### src/rtl/mtimer8_pkg.sv
package mtimer8_pkg;

    localparam int DW    = 8;
    localparam int PRE_W = 11;

    typedef enum logic [1:0] {
        MD_TIMER   = 2'b00,
        MD_PWM     = 2'b01,
        MD_CAP     = 2'b10,
        MD_CAP_ALT = 2'b11
    } mode_e;

    // stored control bits; the clear strobe in bit 0 is never kept
    typedef struct packed {
        logic       en;
        logic       pe;
        mode_e      mode;
        logic [2:0] csel;
    } ctrl_t;

    localparam logic [2:0] CSEL_EXT = 3'd7;

    function automatic logic is_capture(mode_e m);
        return m[1];
    endfunction

    // mask of prescaler bits that must all be ones for a tick
    function automatic logic [PRE_W-1:0] div_mask(logic [2:0] csel);
        logic [PRE_W-1:0] m;
        case (csel)
            3'd0:    m = 11'h001;
            3'd1:    m = 11'h003;
            3'd2:    m = 11'h007;
            3'd3:    m = 11'h01F;
            3'd4:    m = 11'h07F;
            3'd5:    m = 11'h1FF;
            3'd6:    m = 11'h7FF;
            default: m = '0;
        endcase
        return m;
    endfunction

endpackage

### src/rtl/mtimer8_sync_edge.sv
module mtimer8_sync_edge #(
    parameter int STAGES = 2
) (
    input  logic clk,
    input  logic rst,
    input  logic din,
    input  logic sel_fall,
    output logic edge_o
);
    localparam int LAST = STAGES - 1;

    logic [STAGES-1:0] sr;
    logic              prev;

    always_ff @(posedge clk) begin
        if (rst) begin
            sr   <= '0;
            prev <= 1'b0;
        end else begin
            sr   <= {sr[STAGES-2:0], din};
            prev <= sr[LAST];
        end
    end

    assign edge_o = sel_fall ? (prev & ~sr[LAST]) : (~prev & sr[LAST]);

endmodule

### src/rtl/mtimer8_tick_gen.sv
module mtimer8_tick_gen
    import mtimer8_pkg::*;
(
    input  logic       clk,
    input  logic       rst,
    input  logic       en,
    input  logic [2:0] csel,
    input  logic       ext_rise,
    output logic       tick
);
    logic [PRE_W-1:0] pcnt;
    logic [PRE_W-1:0] mask;

    always_ff @(posedge clk) begin
        if (rst) begin
            pcnt <= '0;
        end else if (!en) begin
            pcnt <= '0;
        end else begin
            pcnt <= pcnt + 1'b1;
        end
    end

    always_comb begin
        mask = div_mask(csel);
        if (!en) begin
            tick = 1'b0;
        end else if (csel == CSEL_EXT) begin
            tick = ext_rise;
        end else begin
            tick = ((pcnt & mask) == mask);
        end
    end

endmodule

### src/rtl/mtimer8_counter.sv
module mtimer8_counter
    import mtimer8_pkg::*;
#(
    parameter int W = DW
) (
    input  logic         clk,
    input  logic         rst,
    input  mode_e        mode,
    input  logic         tick,
    input  logic         clr,
    input  logic [W-1:0] limit,
    output logic [W-1:0] cnt,
    output logic         match_pulse,
    output logic         wrap_pulse,
    output logic         toggle
);
    logic eq;
    logic free_run;

    assign eq       = (cnt == limit);
    assign free_run = (mode == MD_PWM);

    always_ff @(posedge clk) begin
        if (rst) begin
            cnt         <= '0;
            match_pulse <= 1'b0;
            wrap_pulse  <= 1'b0;
            toggle      <= 1'b0;
        end else begin
            match_pulse <= tick & eq;
            wrap_pulse  <= tick & free_run & (cnt == '1);
            if (tick && eq && mode == MD_TIMER) begin
                toggle <= ~toggle;
            end
            if (clr) begin
                cnt <= '0;
            end else if (tick) begin
                cnt <= (eq && !free_run) ? '0 : cnt + 1'b1;
            end
        end
    end

endmodule

### src/rtl/mtimer8_regs.sv
module mtimer8_regs
    import mtimer8_pkg::*;
#(
    parameter logic [7:0] ADDR_CTRL = 8'h92,
    parameter logic [7:0] ADDR_CNT  = 8'h93,
    parameter logic [7:0] ADDR_DATA = 8'h94
) (
    input  logic          clk,
    input  logic          rst,
    input  logic          wr,
    input  logic [7:0]    addr,
    input  logic [DW-1:0] wdata,
    input  logic [DW-1:0] cnt,
    input  logic          cap_edge,
    output ctrl_t         ctrl,
    output logic [DW-1:0] data,
    output logic          clr,
    output logic [DW-1:0] rdata
);
    logic [DW-1:0] cap_q;
    logic          wr_ctrl;
    logic          wr_data;

    assign wr_ctrl = wr && (addr == ADDR_CTRL);
    assign wr_data = wr && (addr == ADDR_DATA);
    assign clr     = wr_ctrl && wdata[0];

    always_ff @(posedge clk) begin
        if (rst) begin
            ctrl  <= '0;
            data  <= '1;
            cap_q <= '0;
        end else begin
            if (wr_ctrl) begin
                ctrl <= ctrl_t'(wdata[DW-1:1]);
            end
            if (wr_data) begin
                data <= wdata;
            end
            if (cap_edge && ctrl.en && is_capture(ctrl.mode)) begin
                cap_q <= cnt;
            end
        end
    end

    always_comb begin
        case (addr)
            ADDR_CTRL: rdata = {ctrl, 1'b0};
            ADDR_CNT:  rdata = cnt;
            ADDR_DATA: rdata = is_capture(ctrl.mode) ? cap_q : data;
            default:   rdata = '0;
        endcase
    end

endmodule

### src/rtl/mtimer8.sv
module mtimer8
    import mtimer8_pkg::*;
#(
    parameter logic [7:0] ADDR_CTRL   = 8'h92,
    parameter logic [7:0] ADDR_CNT    = 8'h93,
    parameter logic [7:0] ADDR_DATA   = 8'h94,
    parameter int         SYNC_STAGES = 2
) (
    input  logic       clk,
    input  logic       rst,
    input  logic       bus_wr,
    input  logic [7:0] bus_addr,
    input  logic [7:0] bus_wdata,
    output logic [7:0] bus_rdata,
    input  logic       ext_count,
    input  logic       cap_event,
    input  logic       cap_falling,
    output logic       tmr_out,
    output logic       irq_match,
    output logic       irq_ovf
);
    ctrl_t         ctrl_q;
    logic [DW-1:0] data_q;
    logic [DW-1:0] cnt_q;
    logic          clr;
    logic          ext_rise;
    logic          cap_edge;
    logic          tick;
    logic          toggle;

    mtimer8_sync_edge #(.STAGES(SYNC_STAGES)) u_ext_sync (
        .clk(clk), .rst(rst), .din(ext_count), .sel_fall(1'b0), .edge_o(ext_rise)
    );

    mtimer8_sync_edge #(.STAGES(SYNC_STAGES)) u_cap_sync (
        .clk(clk), .rst(rst), .din(cap_event), .sel_fall(cap_falling), .edge_o(cap_edge)
    );

    mtimer8_tick_gen u_tick (
        .clk(clk), .rst(rst), .en(ctrl_q.en), .csel(ctrl_q.csel),
        .ext_rise(ext_rise), .tick(tick)
    );

    mtimer8_counter #(.W(DW)) u_cnt (
        .clk(clk), .rst(rst), .mode(ctrl_q.mode), .tick(tick), .clr(clr),
        .limit(data_q), .cnt(cnt_q), .match_pulse(irq_match),
        .wrap_pulse(irq_ovf), .toggle(toggle)
    );

    mtimer8_regs #(
        .ADDR_CTRL(ADDR_CTRL), .ADDR_CNT(ADDR_CNT), .ADDR_DATA(ADDR_DATA)
    ) u_regs (
        .clk(clk), .rst(rst), .wr(bus_wr), .addr(bus_addr), .wdata(bus_wdata),
        .cnt(cnt_q), .cap_edge(cap_edge), .ctrl(ctrl_q), .data(data_q),
        .clr(clr), .rdata(bus_rdata)
    );

    always_comb begin
        tmr_out = 1'b0;
        if (ctrl_q.en && ctrl_q.pe) begin
            case (ctrl_q.mode)
                MD_TIMER: tmr_out = toggle;
                MD_PWM:   tmr_out = (cnt_q < data_q);
                default:  tmr_out = 1'b0;
            endcase
        end
    end

endmodule

### config.mk
export PLATFORM = sky130hd
export DESIGN_NAME = mtimer8
export DESIGN_NICKNAME = d
export VERILOG_FILES = /design/src/rtl/mtimer8_pkg.sv /design/src/rtl/mtimer8_sync_edge.sv /design/src/rtl/mtimer8_tick_gen.sv /design/src/rtl/mtimer8_counter.sv /design/src/rtl/mtimer8_regs.sv /design/src/rtl/mtimer8.sv
export SDC_FILE = /design/constraint.sdc
export NUM_CORES = 1
export LEC_CHECK = 0
export BUFFER_PORTS_ARGS = -buffer_cell sky130_fd_sc_hd__clkbuf_2
export CAP_MARGIN = 25
export CELL_PAD_IN_SITES_DETAIL_PLACEMENT = 1
export CELL_PAD_IN_SITES_GLOBAL_PLACEMENT = 2
export CORE_MARGIN = 3
export CORE_UTILIZATION = 35
export DETAILED_ROUTE_END_ITERATION = 10
export MAX_ROUTING_LAYER = met4
export PLACE_DENSITY = 0.9
export SETUP_SLACK_MARGIN = 0.2
export SLEW_MARGIN = 20
export SYNTH_ARGS = -nofsm -noshare
export SYNTH_HDL_FRONTEND = slang
export SYNTH_SLANG_ARGS = --single-unit
export TNS_END_PERCENT = 20
### constraint.sdc
create_clock -name clk -period 4.8 [get_ports clk]
set_input_delay 1.44 -clock clk [delete_from_list [all_inputs] [get_ports clk]]
set_output_delay 1.44 -clock clk [all_outputs]
set_load 0.01 [all_outputs]
======== Word-level counts from Yosys, hierarchy flattened ========
Cells that the tools add are included.
storage, ports and cells
  register bits after elaboration ......... 51
  bits of input ports ..................... 22
  logic and storage cells ................. 67
cells by class
  add/sub/neg operators ................... 2
  magnitude comparators ................... 1
  equality and inequality tests ........... 14
  mux-type cells .......................... 9
  bitwise gates (word level) .............. 12
  reductions and logical operators ........ 14
operators with widths
  kind                                                             number
  11-bit one-hot mux with 7 select lines                           1
  8-bit == test, second input constant                             4
  8-bit one-hot mux with 3 select lines                            1
  8-bit 2-to-1 mux                                                 2
  3-bit == test, second input constant                             4
  11-bit by 1-bit adder with 11-bit output, second input constant  1
  11-bit bitwise AND                                               1
  11-bit == test                                                   1
  1-bit logical AND                                                9
  8-bit by 1-bit adder with 8-bit output, second input constant    1
  8-bit == test                                                    1
  8-bit < comparator                                               1
  1-bit bitwise AND                                                6
  3-bit by 2-bit == test with 1-bit output, second input constant  2
  1-bit inverter                                                   5
  1-bit 2-to-1 mux                                                 4
  2-bit OR reduction                                               2
  3-bit by 1-bit == test with 1-bit output, second input constant  1
  3-bit logical NOT                                                1
  2-bit by 1-bit == test with 1-bit output, second input constant  1
  2-bit logical NOT                                                1
  1-bit one-hot mux with 2 select lines                            1
  1-bit logical NOT                                                1

======== Logic depth before layout (Yosys ltp) ========
Gate-level depths: netlist of run 1.
  depth in word-level cells ............... 8
  gate-level depth with buffers ........... 8

======== Cells and area by module ========
Synthesis of run 1 repeated with hierarchy kept, for this count alone.
second synthesis, totals
  cells, all modules ...................... 307
  area, all modules ....................... 2790.2 µm²
by module, submodules not included
  module             instances  cells each  area each (µm²)  seq. area each (µm²)
  mtimer8_regs       1          126         1206.2           460.4
  mtimer8_counter    1          65          618.1            220.2
  mtimer8_tick_gen   1          68          554.3            220.2
  mtimer8            1          30          209.0            0.0
  mtimer8_sync_edge  2          9           101.3            60.1

======== Least setup slack after synthesis of run 1 ========
No wires, ideal clock.
  kind .................................... input to output
  start ................................... in bus_addr[6]
  end ..................................... out bus_rdata[1]
  data arrival time ....................... 2727 ps
  required time ........................... 3360 ps
  slack ................................... 633 ps
  cell stages on the path ................. 7
  cell sequence ........................... nand3b_1 nor4_1 and3b_1 clkbuf_1 buf_2 a22oi_1 o21ai_1
between the ends
  word-level cells in the longest chain between the ends .. 2
  elaborated cells between the ends (all ways) .. 4
  classes of those cells .................. eq/ne (3); mux (1)
RTL lines
  element                                    RTL line            text
  start: declaration                         mtimer8.sv:12       input logic [7:0] bus_addr,
  8-bit == test                              mtimer8_regs.sv:47  case (addr)
  8-bit one-hot mux with 3 select lines (*)  mtimer8_regs.sv:47
  end: declaration                           mtimer8.sv:14       output logic [7:0] bus_rdata,
Mark *: on every way between the ends. The rest lies on a longest branch, timed or not.

======== Worst setup path in the final report of run 1 ========
  start ................................... in bus_addr[6]
  end ..................................... out bus_rdata[5]
The elaborated chain is that of the path after synthesis.

==> impl_metrics.toml, run 1 <==
[sta]
slew_headroom_pct = 52.35
rsz0062_at_grt = "false"
min_period_ns = 4.350
slew_viol_final = 0
finalCritPeriodShare_pct = 90.62
worstMarginPinSlew_ns = 0.7138
hold_viol = 0
finalSetupViolCount = 0
fmax_mhz = 229.9
setup-tns-final_ns = 0
skew_ns = 0.01906

[setup_path]
worstPathRequired_ns = 3.36
path_class = "in2out"
setup.worst_path.end_class = "output port"
worst-path-buf-inv = 2
critPathArrivalTime_ns = 2.91
r2r-start = "u_cnt.cnt[0]"
cpMaxStageDelayCell = "and3b_1"
crit_path_max_incr_delay_ns = 0.43
critPathTopFamily = "simple AND/OR/NAND/NOR gates"
path_cells = "clkbuf_2, nand3b_1, nor4_1, and3b_1, a21oi_1, a21oi_1, a21o_1, clkbuf_2"
cp_max_fo = 8
critPathLaunchType = "input pin"
crit_path_start = "bus_addr[6]"

[yosys]
syn_avg_cell_area_um2 = 8.626
yosys_register_bits = 51
synth_edf_count = 0
synth_cells = 292
synth.distinct_cells = 46
synth_ff_type = "dfxtp_1"
ys_warn_count = 0
mappedNetlistNets = 324
synthesis.area_um2 = 2519
seq_area_frac_synth_pct = 40.54
ys_async_sr_fraction_pct = 0

[placement]
portBuffers = 32
dp.cells = 410
hpwl_mm = 4.766
place.gp.congestion = 0.8033

[route]
drt_iter0_markers = 110
vias = 2176
ant_nets = 0
first_pass_iters = 4
routed_wl_mm = 6.471
avgViaCountPerCell = 5.218
drc = 0
post_drt_wl_per_cell_um = 15.52

[global_routing]
overflow = 0
grt_pass1_vias = 2193
grt_max_degree = 35
antenna_found_initial = 0
grt_pass1_wl_mm = 10.99
grt_usage_pct = 16.87

[min_path]
holdCritStartpoint = "u_ext_sync.sr[0]"
hold_path.class = "reg2reg"

[clocking]
postCtsResizedCells = 0
cts_made_buffers = 5
cts_hold_buf = 0
insertion_delay_ns = 0.31
clk_path_buf_depth = 2
cts_setup_buffers = 0
cts_tree = "done"
clk_pin_slew_ns = 0.08
cts_num_sinks = 51
htreeDepth = 2
ctsRootBufferMaster = "clkbuf_8"

[die]
num_rows = 30
die_h_um = 90.83
ios = 33
core-area_um2 = 6869
dieArea_um2 = 8250
die_x_um = 90.83
start_util_pct = 36.67

[power_and_ir_drop]
p_total_mw = 0.7048
ir_drop_mv = 0.1062
power_leakage_nw = 1.137
cellPowerDensity_nw_per_um2 = 248.1

[flow_run]
maxCapViolations = 0

[cells_and_area]
area_growth_pct = 12.77
antennaDiodeCount = 0
drive_gt1_share_pct = 14.64
final_cells = 417
fin_nets = 353

[run_status]
status = "finished clean"
-- final cells by class --
class                      count  area, µm²
tap                           96      120.1
fill                         841       4029
inverter                      12      45.04
multi-input combinational    217       1391
clock inverter                 1      5.005
clock buffer                   6      82.58
sequential                    51       1021
timing repair buffer          34      175.2
-- logic make-up after synthesis --
| kind of cell | Yosys count | share of synthesized area (%) |
|---|---|---|
| fa+ha+maj | 10 | 4.968 |
| xor+xnor | 14 | 4.868 |
| simple gates | 128 | 25.83 |
| buf+inv | 24 | 4.222 |
| mux | 16 | 6.359 |
| compound gates | 49 | 13.21 |
| flops | 51 | 40.54 |
-- layer usage --
layer	global-route usage, %	part of all wire [%]	routed length [µm]
met5	-	0	0
met4	4.523	0.97	63
met3	2.583	3.5	228
met2	26.50	47	3056
met1	22.69	48	3122
-- final timing paths --
path | endpoint | slack (ns) | cells after the start
min | u_ext_sync.sr[1] | 0.45 | 1
max reg2reg | u_cnt.toggle | 2.78 | 7
min reg2reg | u_ext_sync.sr[1] | 0.45 | 1
max | bus_rdata[5] | 0.45 | 8
-- power by group --
| group | switching, mW | total [mW] | internal [mW] | leakage, nW |
|---|---|---|---|---|
| Combinational | 0.0136 | 0.0247 | 0.0111 | 0.678 |
| Sequential | 0.000990 | 0.426 | 0.425 | 0.412 |
| Clock | 0.141 | 0.254 | 0.114 | 0.0470 |
-- cell usage after synthesis (8+ instances only) --
cell      instances  area [µm²]
nor2_1           27       101.4
a21oi_1          17       85.08
nor2b_1           9       56.30
xor2_1            9       78.83
nand2_1          35       131.4
ha_1             10       125.1
clkbuf_1          8       30.03
inv_1            12       45.04
nand3_1          17       85.08
mux2i_1          16       160.2
dfxtp_1          51        1021
nand3b_1         12       90.09
-- cell usage in the layout (no fill, tap or decap), types with 2 or more instances in the layout --
cell / instances
a211oi_1: 2
nand2_1: 35
mux2i_1: 16
nor4_1: 3
nand3b_1: 12
ha_1: 10
buf_4: 2
o21ai_1: 7
nand2b_1: 4
a21oi_1: 17
xor2_1: 9
a22oi_1: 5
and2_1: 2
inv_1: 12
nand3_1: 17
and3_1: 3
dfxtp_1: 51
nor2_1: 27
nand4_1: 5
and3b_1: 2
o21ai_0: 5
xnor2_1: 5
nor2b_1: 9
clkbuf_8: 6
or3_1: 3
clkbuf_2: 32
-- metrics by stage --
| stage | utilization [%] | instance area (µm²) | hold slack, ns | setup slack, ns |
|---|---|---|---|---|
| after floorplan | - | 2519 | 0.4138 | 0.6330 |
| after global placement | 40.07 | 2753 | 0.4195 | 0.5680 |
| after detailed placement | 40.07 | 2753 | 0.4270 | 0.4347 |
| after CTS | 41.35 | 2840 | 0.4570 | 0.4413 |
| after global routing | 41.35 | 2840 | 0.4697 | 0.2627 |
| final | 41.35 | 2840 | 0.4510 | 0.4505 |
-- flip-flops by register name, indices dropped and copies added (netlist names) --
name,flops
u_tick.pcnt,11
u_cnt.cnt,8
u_regs.cap_q,8
u_regs.data,8
u_regs.ctrl,7
u_cap_sync.sr,2
u_ext_sync.sr,2
u_cap_sync.prev,1
u_cnt.match_pulse,1
u_cnt.toggle,1
u_cnt.wrap_pulse,1
u_ext_sync.prev,1
No activity file was read; power rests on OpenSTA's default activity.
==> run 2: changes to the inputs <==
--- a/config.mk
+++ b/config.mk
@@ -13,10 +13,11 @@
 export CORE_UTILIZATION = 35
 export DETAILED_ROUTE_END_ITERATION = 10
 export MAX_ROUTING_LAYER = met4
-export PLACE_DENSITY = 0.9
+export PLACE_DENSITY = 0.87
 export SETUP_SLACK_MARGIN = 0.2
 export SLEW_MARGIN = 20
 export SYNTH_ARGS = -nofsm -noshare
 export SYNTH_HDL_FRONTEND = slang
+export SYNTH_HIERARCHICAL = 1
 export SYNTH_SLANG_ARGS = --single-unit
 export TNS_END_PERCENT = 20
==> impl_metrics.toml, run 2 <==
[yosys]
synthAdderAreaFrac_pct = 4.036
synthTopCellsByCount = "51 x dfxtp_1, 40 x nor2_1, 31 x mux2i_1, 17 x nand2b_1, 15 x nand2_1"
yosys_register_bits = 51
synth.distinct_cells = 49
synth.most_common_cell = "dfxtp_1"
synth-xor-area-share_pct = 6.278
synth_simple_gate_area_share_pct = 29.28
synthMuxAreaShare_pct = 11.52
yosysTopAreaCellShare_pct = 36.59
synth_edf_count = 0
synth_top_area_cell = "dfxtp_1"
synth_cells = 307
ys_async_sr_fraction_pct = 0
ys_warn_count = 6
synth_compound_area_share_pct = 8.969
synth_ff_type = "dfxtp_1"
syn_avg_cell_area_um2 = 9.089
synthesis.area_um2 = 2790
ys_top_cells_by_area = "dfxtp_1 37%, mux2i_1 11%, nor2_1 5.4%, xnor2_1 4.1%, ha_1 4.0%"
synth_top_family_by_area = "simple AND/OR/NAND/NOR gates"
seq_area_frac_synth_pct = 36.59

[clocking]
clk_path_buf_depth = 2
cts_num_sinks = 51
postCtsResizedCells = 0
htreeDepth = 2
cts_setup_buffers = 0
cts_tree = "done"
ctsRootBufferMaster = "clkbuf_8"
cts_made_buffers = 5
clk_pin_slew_ns = 0.09
cts_hold_buf = 0
insertion_delay_ns = 0.30

[global_routing]
grt_pass1_vias = 2443
grt_max_degree = 33
antenna_found_initial = 0
grt_pass1_wl_mm = 12.25
grt_usage_pct = 17.96
overflow = 0

[cells_and_area]
area_growth_pct = 12.20
final_cells = 439
layout_commonest_cell = "dfxtp_1"
antennaDiodeCount = 0
layout_common_cells = "51 x dfxtp_1, 40 x nor2_1, 32 x clkbuf_2"
drive_gt1_share_pct = 17.06
fin_nets = 370
largest_register_ff_count = 11
fin_area_um2 = 3131
regMostFlops = "u_tick/pcnt"
fin_util_pct = 41.82

[route]
post_drt_wl_per_cell_um = 17.00
first_pass_iters = 4
ant_nets = 0
vias = 2354
drc = 0
drt_iter0_markers = 71
avgViaCountPerCell = 5.362
routed_wl_mm = 7.462

[die]
num_rows = 31
dieArea_um2 = 9079
start_util_pct = 37.27
die_x_um = 95.29
core-area_um2 = 7486
ios = 33
die_h_um = 95.29

[flow_run]
maxCapViolations = 0

[min_path]
hold_path.class = "reg2reg"
holdCritStartpoint = "u_cap_sync/sr[0]"

[power_and_ir_drop]
ir_drop_mv = 0.1073
p_total_mw = 0.7065
cellPowerDensity_nw_per_um2 = 225.7
power_leakage_nw = 1.228

[sta]
finalCritPeriodShare_pct = 93.47
skew_ns = 0.007534
fmax_mhz = 222.9
finalSetupViolCount = 0
worstMarginPinSlew_ns = 0.7647
setup-tns-final_ns = 0
hold_viol = 0
fin_hold_ws_ns = 0.4470
rsz0062_at_grt = "false"
timing.final.ws_setup_ns = 0.3135
min_period_ns = 4.487
slew_viol_final = 0
slew_headroom_pct = 49.02

[run_status]
status = "finished clean"

[setup_path]
crit_top_cell = "clkbuf_2"
crit_path_max_incr_delay_ns = 0.65
cpMaxStageDelayCell = "or4b_4"
path_class = "in2out"
worstPathRequired_ns = 3.36
critPathLaunchType = "input pin"
crit_path_start = "bus_addr[3]"
setup.worst_path.end_class = "output port"
r2r-start = "u_regs/ctrl[2]"
critPathTopFamily = "simple AND/OR/NAND/NOR gates"
worst-path-buf-inv = 2
cp_max_fo = 11
path_cells = "clkbuf_2, or4b_4, nor2_1, a221o_1, clkbuf_2"
critPathArrivalTime_ns = 3.05

[placement]
portBuffers = 32
dpl_cell_area_um2 = 3045
hpwl_mm = 5.604
place_ws_ns = 0.3328
place.gp.congestion = 0.8595
dp.cells = 431
## run 2: changes by cell type after synthesis, moves of 9 or more
cell / change
nand2_1: -20
mux2i_1: +15
nand2b_1: +13
nor2_1: +13
nor3_1: +11
a21oi_1: -9
## run 2: final cells by class
class                      count  area, µm²
timing repair buffer          34      175.2
inverter                      11      41.29
clock buffer                   6      72.57
tap                           99      123.9
sequential                    51       1021
fill                         909       4355
clock inverter                 2      12.51
multi-input combinational    236       1684
## run 2: cell families after synthesis
kind of cell | Yosys count
AND/OR/NAND/NOR | 139
flip-flops | 51
AO/OA/AOI/OAI | 34
multiplexers | 32
buffers and inverters | 21
XOR/XNOR | 20
adder cells (fa/ha/maj) | 9
other | 1
## run 2: worst reg2reg max path: cells and delay by family, from the launching register on
family	cells	cell delay [ns]
DFF	1	0.41
AOI/OAI and AO/OA	2	0.78
muxes	1	0.37
and+or+nand+nor	4	1.18
## run 2: power by group
part           total (mW)  internal, mW  switching (mW)
combinational      0.0330        0.0145          0.0185
clock               0.247         0.102           0.145
sequential          0.426         0.425         0.00123
total               0.707         0.542           0.165
## run 2: routing by layer
layer | routed length [µm] | share of wire [%] | vias up | track usage (%)
met5 | 0 | 0 | - | -
met4 | 58 | 0.78 | 0 | 5.409
met3 | 208 | 2.8 | 5 | 2.605
met2 | 3789 | 51 | 33 | 30.61
met1 | 3405 | 46 | 1164 | 21.90
li1 | - | - | 1152 | -
## run 2: path summary, 6_finish.rpt
path / end / slack, ns / depth (start not counted)
setup reg to reg: u_cnt/toggle / 1.98 / 7
hold / removal: u_cap_sync/sr[1] / 0.45 / 1
hold reg to reg: u_cap_sync/sr[1] / 0.45 / 1
setup / recovery: bus_rdata[3] / 0.31 / 5
